[src/rtl/gbp_pkg.sv]
package gbp_pkg;

  // Buzzer pair value {pin_b, pin_a} from latch bits and tone.
  function automatic logic [1:0] buzz_pair(input logic lat_a, input logic lat_b,
                                           input logic tone);
    logic [1:0] r;
    if (lat_a)       r = 2'b00;
    else if (lat_b)  r = {1'b0, tone};
    else             r = {~tone, tone};
    return r;
  endfunction

endpackage

[src/rtl/gbp_latch.sv]
module gbp_latch #(
  parameter int WIDTH = 8,
  localparam int IDXW = (WIDTH > 1) ? $clog2(WIDTH) : 1
) (
  input  logic             clk,
  input  logic             rst_n,
  input  logic             wr_en,
  input  logic [WIDTH-1:0] wr_data,
  input  logic             bop_en,
  input  logic             bop_set,
  input  logic [IDXW-1:0]  bop_idx,
  input  logic [WIDTH-1:0] pad_in,
  output logic [WIDTH-1:0] latch_q,
  output logic             wr_evt,
  output logic             bop_evt
);

  function automatic logic [WIDTH-1:0] rmw_merge(input logic [WIDTH-1:0] pads,
                                                 input logic [IDXW-1:0] idx,
                                                 input logic val);
    logic [WIDTH-1:0] r;
    r = pads;
    r[idx] = val;
    return r;
  endfunction

  assign wr_evt  = wr_en;
  assign bop_evt = bop_en && !wr_en;

  always_ff @(posedge clk) begin
    if (!rst_n)       latch_q <= '1;
    else if (wr_evt)  latch_q <= wr_data;
    else if (bop_evt) latch_q <= rmw_merge(pad_in, bop_idx, bop_set);
  end

endmodule

[src/rtl/gbp_pin_mux.sv]
module gbp_pin_mux
  import gbp_pkg::*;
#(
  parameter int WIDTH   = 8,
  parameter int BZ_A    = 0,
  parameter int BZ_B    = 1,
  parameter int PFD_PIN = 3
) (
  input  logic [WIDTH-1:0] latch_q,
  input  logic [WIDTH-1:0] cfg_pushpull,
  input  logic             cfg_buzzer_en,
  input  logic             cfg_pfd_en,
  input  logic             tone_in,
  input  logic             pfd_in,
  output logic [WIDTH-1:0] pad_out,
  output logic [WIDTH-1:0] pad_oe,
  output logic             bz_active,
  output logic             pfd_active
);

  logic [1:0]       pair;
  logic [WIDTH-1:0] pp_val;

  assign bz_active  = cfg_buzzer_en && cfg_pushpull[BZ_A] && cfg_pushpull[BZ_B];
  assign pfd_active = cfg_pfd_en && cfg_pushpull[PFD_PIN];
  assign pair       = buzz_pair(latch_q[BZ_A], latch_q[BZ_B], tone_in);

  for (genvar i = 0; i < WIDTH; i++) begin : g_pin
    if (i == BZ_A) begin : g_bza
      assign pp_val[i] = bz_active ? pair[0] : latch_q[i];
    end else if (i == BZ_B) begin : g_bzb
      assign pp_val[i] = bz_active ? pair[1] : latch_q[i];
    end else if (i == PFD_PIN) begin : g_pfd
      assign pp_val[i] = pfd_active ? pfd_in : latch_q[i];
    end else begin : g_plain
      assign pp_val[i] = latch_q[i];
    end

    always_comb begin
      if (cfg_pushpull[i]) begin
        pad_oe[i]  = 1'b1;
        pad_out[i] = pp_val[i];
      end else begin
        pad_oe[i]  = ~latch_q[i];
        pad_out[i] = 1'b0;
      end
    end
  end

endmodule

[src/rtl/gbp_wake.sv]
module gbp_wake #(
  parameter int WIDTH = 8
) (
  input  logic             clk,
  input  logic             rst_n,
  input  logic [WIDTH-1:0] pad_in,
  input  logic [WIDTH-1:0] latch_q,
  input  logic [WIDTH-1:0] cfg_pushpull,
  input  logic [WIDTH-1:0] cfg_wake_en,
  output logic             wake_hit,
  output logic             wake_req
);

  assign wake_hit = |(cfg_wake_en & ~cfg_pushpull & latch_q & ~pad_in);

  always_ff @(posedge clk) begin
    if (!rst_n) wake_req <= 1'b0;
    else        wake_req <= wake_hit;
  end

endmodule

[src/rtl/gbp_port.sv]
module gbp_port #(
  parameter int WIDTH   = 8,
  parameter int BZ_A    = 0,
  parameter int BZ_B    = 1,
  parameter int PFD_PIN = 3,
  localparam int IDXW   = (WIDTH > 1) ? $clog2(WIDTH) : 1
) (
  input  logic             clk,
  input  logic             rst_n,
  input  logic             wr_en,
  input  logic [WIDTH-1:0] wr_data,
  input  logic             bop_en,
  input  logic             bop_set,
  input  logic [IDXW-1:0]  bop_idx,
  output logic [WIDTH-1:0] rd_data,
  input  logic [WIDTH-1:0] cfg_pushpull,
  input  logic [WIDTH-1:0] cfg_wake_en,
  input  logic             cfg_buzzer_en,
  input  logic             cfg_pfd_en,
  input  logic             tone_in,
  input  logic             pfd_in,
  input  logic [WIDTH-1:0] pad_in,
  output logic [WIDTH-1:0] pad_out,
  output logic [WIDTH-1:0] pad_oe,
  output logic             wake_req
);

  logic [WIDTH-1:0] latch_q;
  logic             wr_evt, bop_evt, bz_active, pfd_active, wake_hit;

  // Reads are not registered: the pads are returned as they are now.
  assign rd_data = pad_in;

  gbp_latch #(.WIDTH(WIDTH)) u_latch (
    .clk(clk), .rst_n(rst_n), .wr_en(wr_en), .wr_data(wr_data),
    .bop_en(bop_en), .bop_set(bop_set), .bop_idx(bop_idx), .pad_in(pad_in),
    .latch_q(latch_q), .wr_evt(wr_evt), .bop_evt(bop_evt)
  );

  gbp_pin_mux #(.WIDTH(WIDTH), .BZ_A(BZ_A), .BZ_B(BZ_B), .PFD_PIN(PFD_PIN)) u_mux (
    .latch_q(latch_q), .cfg_pushpull(cfg_pushpull), .cfg_buzzer_en(cfg_buzzer_en),
    .cfg_pfd_en(cfg_pfd_en), .tone_in(tone_in), .pfd_in(pfd_in),
    .pad_out(pad_out), .pad_oe(pad_oe), .bz_active(bz_active), .pfd_active(pfd_active)
  );

  gbp_wake #(.WIDTH(WIDTH)) u_wake (
    .clk(clk), .rst_n(rst_n), .pad_in(pad_in), .latch_q(latch_q),
    .cfg_pushpull(cfg_pushpull), .cfg_wake_en(cfg_wake_en),
    .wake_hit(wake_hit), .wake_req(wake_req)
  );

endmodule

[config.mk]
export PLATFORM = sky130hd
export DESIGN_NAME = gbp_port
export DESIGN_NICKNAME = d
export VERILOG_FILES = /design/src/rtl/gbp_pkg.sv /design/src/rtl/gbp_latch.sv /design/src/rtl/gbp_pin_mux.sv /design/src/rtl/gbp_wake.sv /design/src/rtl/gbp_port.sv
export SDC_FILE = /design/constraint.sdc
export NUM_CORES = 1
export LEC_CHECK = 0
export BUFFER_PORTS_ARGS = -buffer_cell sky130_fd_sc_hd__clkbuf_2
export CORE_ASPECT_RATIO = 0.8
export CORE_UTILIZATION = 34
export DETAILED_ROUTE_END_ITERATION = 6
export GPL_ROUTABILITY_DRIVEN = 0
export PLACE_DENSITY = 0.76
export SLEW_MARGIN = 20
export SYNTH_ARGS = -nofsm -noshare
export SYNTH_HDL_FRONTEND = slang
export SYNTH_SLANG_ARGS = --single-unit
[constraint.sdc]
create_clock -name clk -period 0.9 [get_ports clk]
set_input_delay 0.045 -clock clk [delete_from_list [all_inputs] [get_ports clk]]
set_output_delay 0.045 -clock clk [all_outputs]
set_load 0.02 [all_outputs]
==> results.py <==
metrics = {
    "hold_path": {
        "min_path_type": "in -> reg",
    },
    "worst_setup_path": {
        "cpPeakStageDelay_ns": 0.54,
        "worstPathRequired_ns": 0.85,
        "cp_cell_sequence": "or4_4 -> a21boi_4 -> buf_8",
        "slowest_stage": "or4_4",
        "critPathBufInv": 1,
        "crit_path_start_kind": "register",
        "path_delay_family": "simple AND/OR/NAND/NOR gates",
        "critical_path.endpoint_type": "output port",
        "critPathKind": "reg -> out",
        "arrival_ns": 1.43,
        "cp_max_fo": 2,
    },
    "detailed_routing": {
        "routed_via_density": 5.356,
        "first_pass_iters": 6,
        "vias": 1157,
        "drcViolationCount": 6,
        "wl_per_cell_um": 15.36,
        "drt-total-wl_um": 3317,
        "drt_iter0_markers": 26,
        "ant_nets": 0,
    },
    "synth": {
        "yosysWarnings": 0,
        "synthArstFlopShare_pct": 0,
        "avgSynthCellArea_um2": 7.957,
        "yosys.cell_count.top_type": "nand2b_1",
        "synth_top_area_share_pct": 21.98,
        "yosysSeqAreaShare_pct": 21.98,
        "synthesis.nets": 147,
        "synth_ff_type": "dfxtp_1",
        "synth_area_um2": 819.5,
        "synth_area_leaders": "dfxtp_1 22%, nand2b_1 13%, mux2i_1 11%, nor4bb_1 9.8%, buf_4 7.3%",
        "ys_top_cells_by_count": "17 x nand2b_1, 12 x nand2_1, 9 x dfxtp_1, 9 x mux2i_1",
        "syn_inst": 103,
        "synth_top_cell_by_area": "dfxtp_1",
        "synth_cell_types": 22,
        "synth_edf_count": 0,
        "ys_ff_latch": 9,
    },
    "global_route": {
        "grt_pass1_wl_um": 4802,
        "first_global_vias": 1121,
        "grt_max_degree": 17,
        "track_usage_pct": 24.69,
        "overflow": 0,
        "grt_antenna_before_repair": 0,
    },
    "sta": {
        "fin_crit_sh_pct": 164.3,
        "worst_slack_ns": -0.5787,
        "layout_min_cycle_time_ns": 1.479,
        "hold_slack_ns": -0.0008177,
        "drv_slew": 0,
        "fin_skew_ns": 0.01177,
        "setup-violations-final": 19,
        "worst_slew_pin_slew_ns": 0.4651,
        "max_slew_margin_pct": 68.57,
        "rsz0062_at_grt": "true",
        "fmax_mhz": 676.3,
        "hold_viol": 1,
    },
    "cts": {
        "htreeDepth": 1,
        "cts_max_path_buffers": 2,
        "clock_latency_ns": 0.28,
        "clk_pin_slew_ns": 0.08,
        "cts_root_buf": "clkbuf_4",
        "numCtsBuffers": 3,
        "clock_sinks": 9,
        "cts_tree": "done",
    },
    "pwr": {
        "vdd_drop_max_v": 0.0007172,
        "power_w": 0.001707,
        "leakage_nw": 0.8754,
        "power_density_nw_per_um2": 987.7,
    },
    "placement": {
        "port-buffer-count": 68,
        "placedCellCount": 201,
        "hpwl_um": 2066,
    },
    "die": {
        "die_w_um": 56.89,
        "core-area_um2": 2215,
        "ios": 69,
        "die_y_um": 45.91,
        "dieArea_um2": 2612,
        "fp-row-count": 15,
        "initial_core_util_pct": 37.01,
    },
    "outcome": {
        "violations": "DRC, hold timing, setup timing",
        "status": "finished, violations left",
    },
    "cells_and_area": {
        "syn2layout_area_growth_pct": 110.8,
        "antenna_cells": 0,
        "utilization_pct": 78.02,
        "nets": 236,
        "stdcell_count": 216,
        "drive_above_1_share_pct": 68.06,
    },
    "flow_run": {
        "max_cap_viol_count": 0,
    },
}
-- cells by family (layout without fill, tap and decap cells) --
logic type	after synthesis	after routing	synth area share, %
multiplexers	9	9	10.99
flip-flops	9	9	21.98
buffers and inverters	11	99	9.006
AND/OR/NAND/NOR	63	63	46.72
AO/OA/AOI/OAI	11	11	11.30
-- state kept, by name, indices dropped and copies added (netlist names) --
register         cells
u_latch.latch_q      8
u_wake.wake_req      1
-- cells in the final DEF, fill, tap and decap left out, types with 2 or more instances in the layout --
master	synthesis	layout
nor4bb_4	0	2
nor2_2	0	5
buf_6	0	13
and2_4	0	5
dfxtp_2	0	8
o311ai_2	0	4
clkbuf_4	0	3
nand2_1	12	12
buf_4	8	12
nor4bb_1	8	6
a21boi_1	0	2
clkbuf_2	1	52
dlygate4sd3_1	0	4
buf_8	0	14
nand2b_4	0	8
mux2i_1	9	9
nor3b_1	3	3
nor2_1	8	3
nand2b_1	17	9
nand3b_1	3	3
o311ai_1	3	4
-- routing by layer --
metal / share of wire (%) / vias to the layer above / GRT usage [%]
met5: 0 / - / 0
met4: 2.4 / 0 / 9.756
met3: 6.2 / 10 / 4.830
met2: 57 / 60 / 50.82
met1: 34 / 538 / 24.96
li1: - / 549 / -
-- report_power, final --
group	switching [W]	internal (W)	total [W]	leakage [nW]
registers	0.0000197	0.000436	0.000456	0.0733
clock network	0.000187	0.000165	0.000352	0.0177
logic	0.000399	0.000499	0.000898	0.784
-- through the flow --
step | instance area, µm² | hold slack [ns] | setup TNS, ns | setup slack [ns]
2_1_floorplan | 835.8 | 0.1233 | -0.2011 | -0.2011
3_3_place_gp | 1254 | 0.2772 | -0.8543 | -0.2774
3_5_place_dp | 1254 | 0.2851 | -1.157 | -0.2969
4_1_cts | 1612 | 0.005256 | -3.272 | -0.5778
5_1_grt | 1728 | 0.002375 | -4.180 | -0.6181
6_report | 1728 | -0.0008177 | -3.336 | -0.5787
-- what timing repair did --
action,in CTS,in global routing
gates resized for setup,65,36
setup buffers,4,5
endpoints found under the hold margin,3,1
endpoints found under the setup margin,18,24
hold buffers,3,1
gates cloned,0,0
pin swaps,5,7
-- tightest hold or removal path, delay by kind of cell --
kind                   cells  cell delay (ns)
buffers and inverters      1             0.08
AO/OA/AOI/OAI              1             0.07
AND/OR/NAND/NOR            1             0.04
-- final timing paths --
check | from | to | slack [ns] | cells after the start
max | u_latch.latch_q[1] | pad_out[1] | -0.58 | 3
min | wr_data[6] | u_latch.latch_q[6] | -0.0008 | 3
max reg2reg | u_latch.latch_q[1] | u_wake.wake_req | -0.36 | 6
min reg2reg | u_latch.latch_q[6] | u_latch.latch_q[6] | 0.66 | 3
-- area by class of cell --
type	instances	area [µm²]
clock inverter	1	5.005
clock buffer	3	22.52
timing repair buffer	95	747.0
fill	156	486.7
tap	25	31.28
sequential	9	190.2
multi-input combinational	83	732.0
Note: power is estimated with default switching activity, not from simulation.
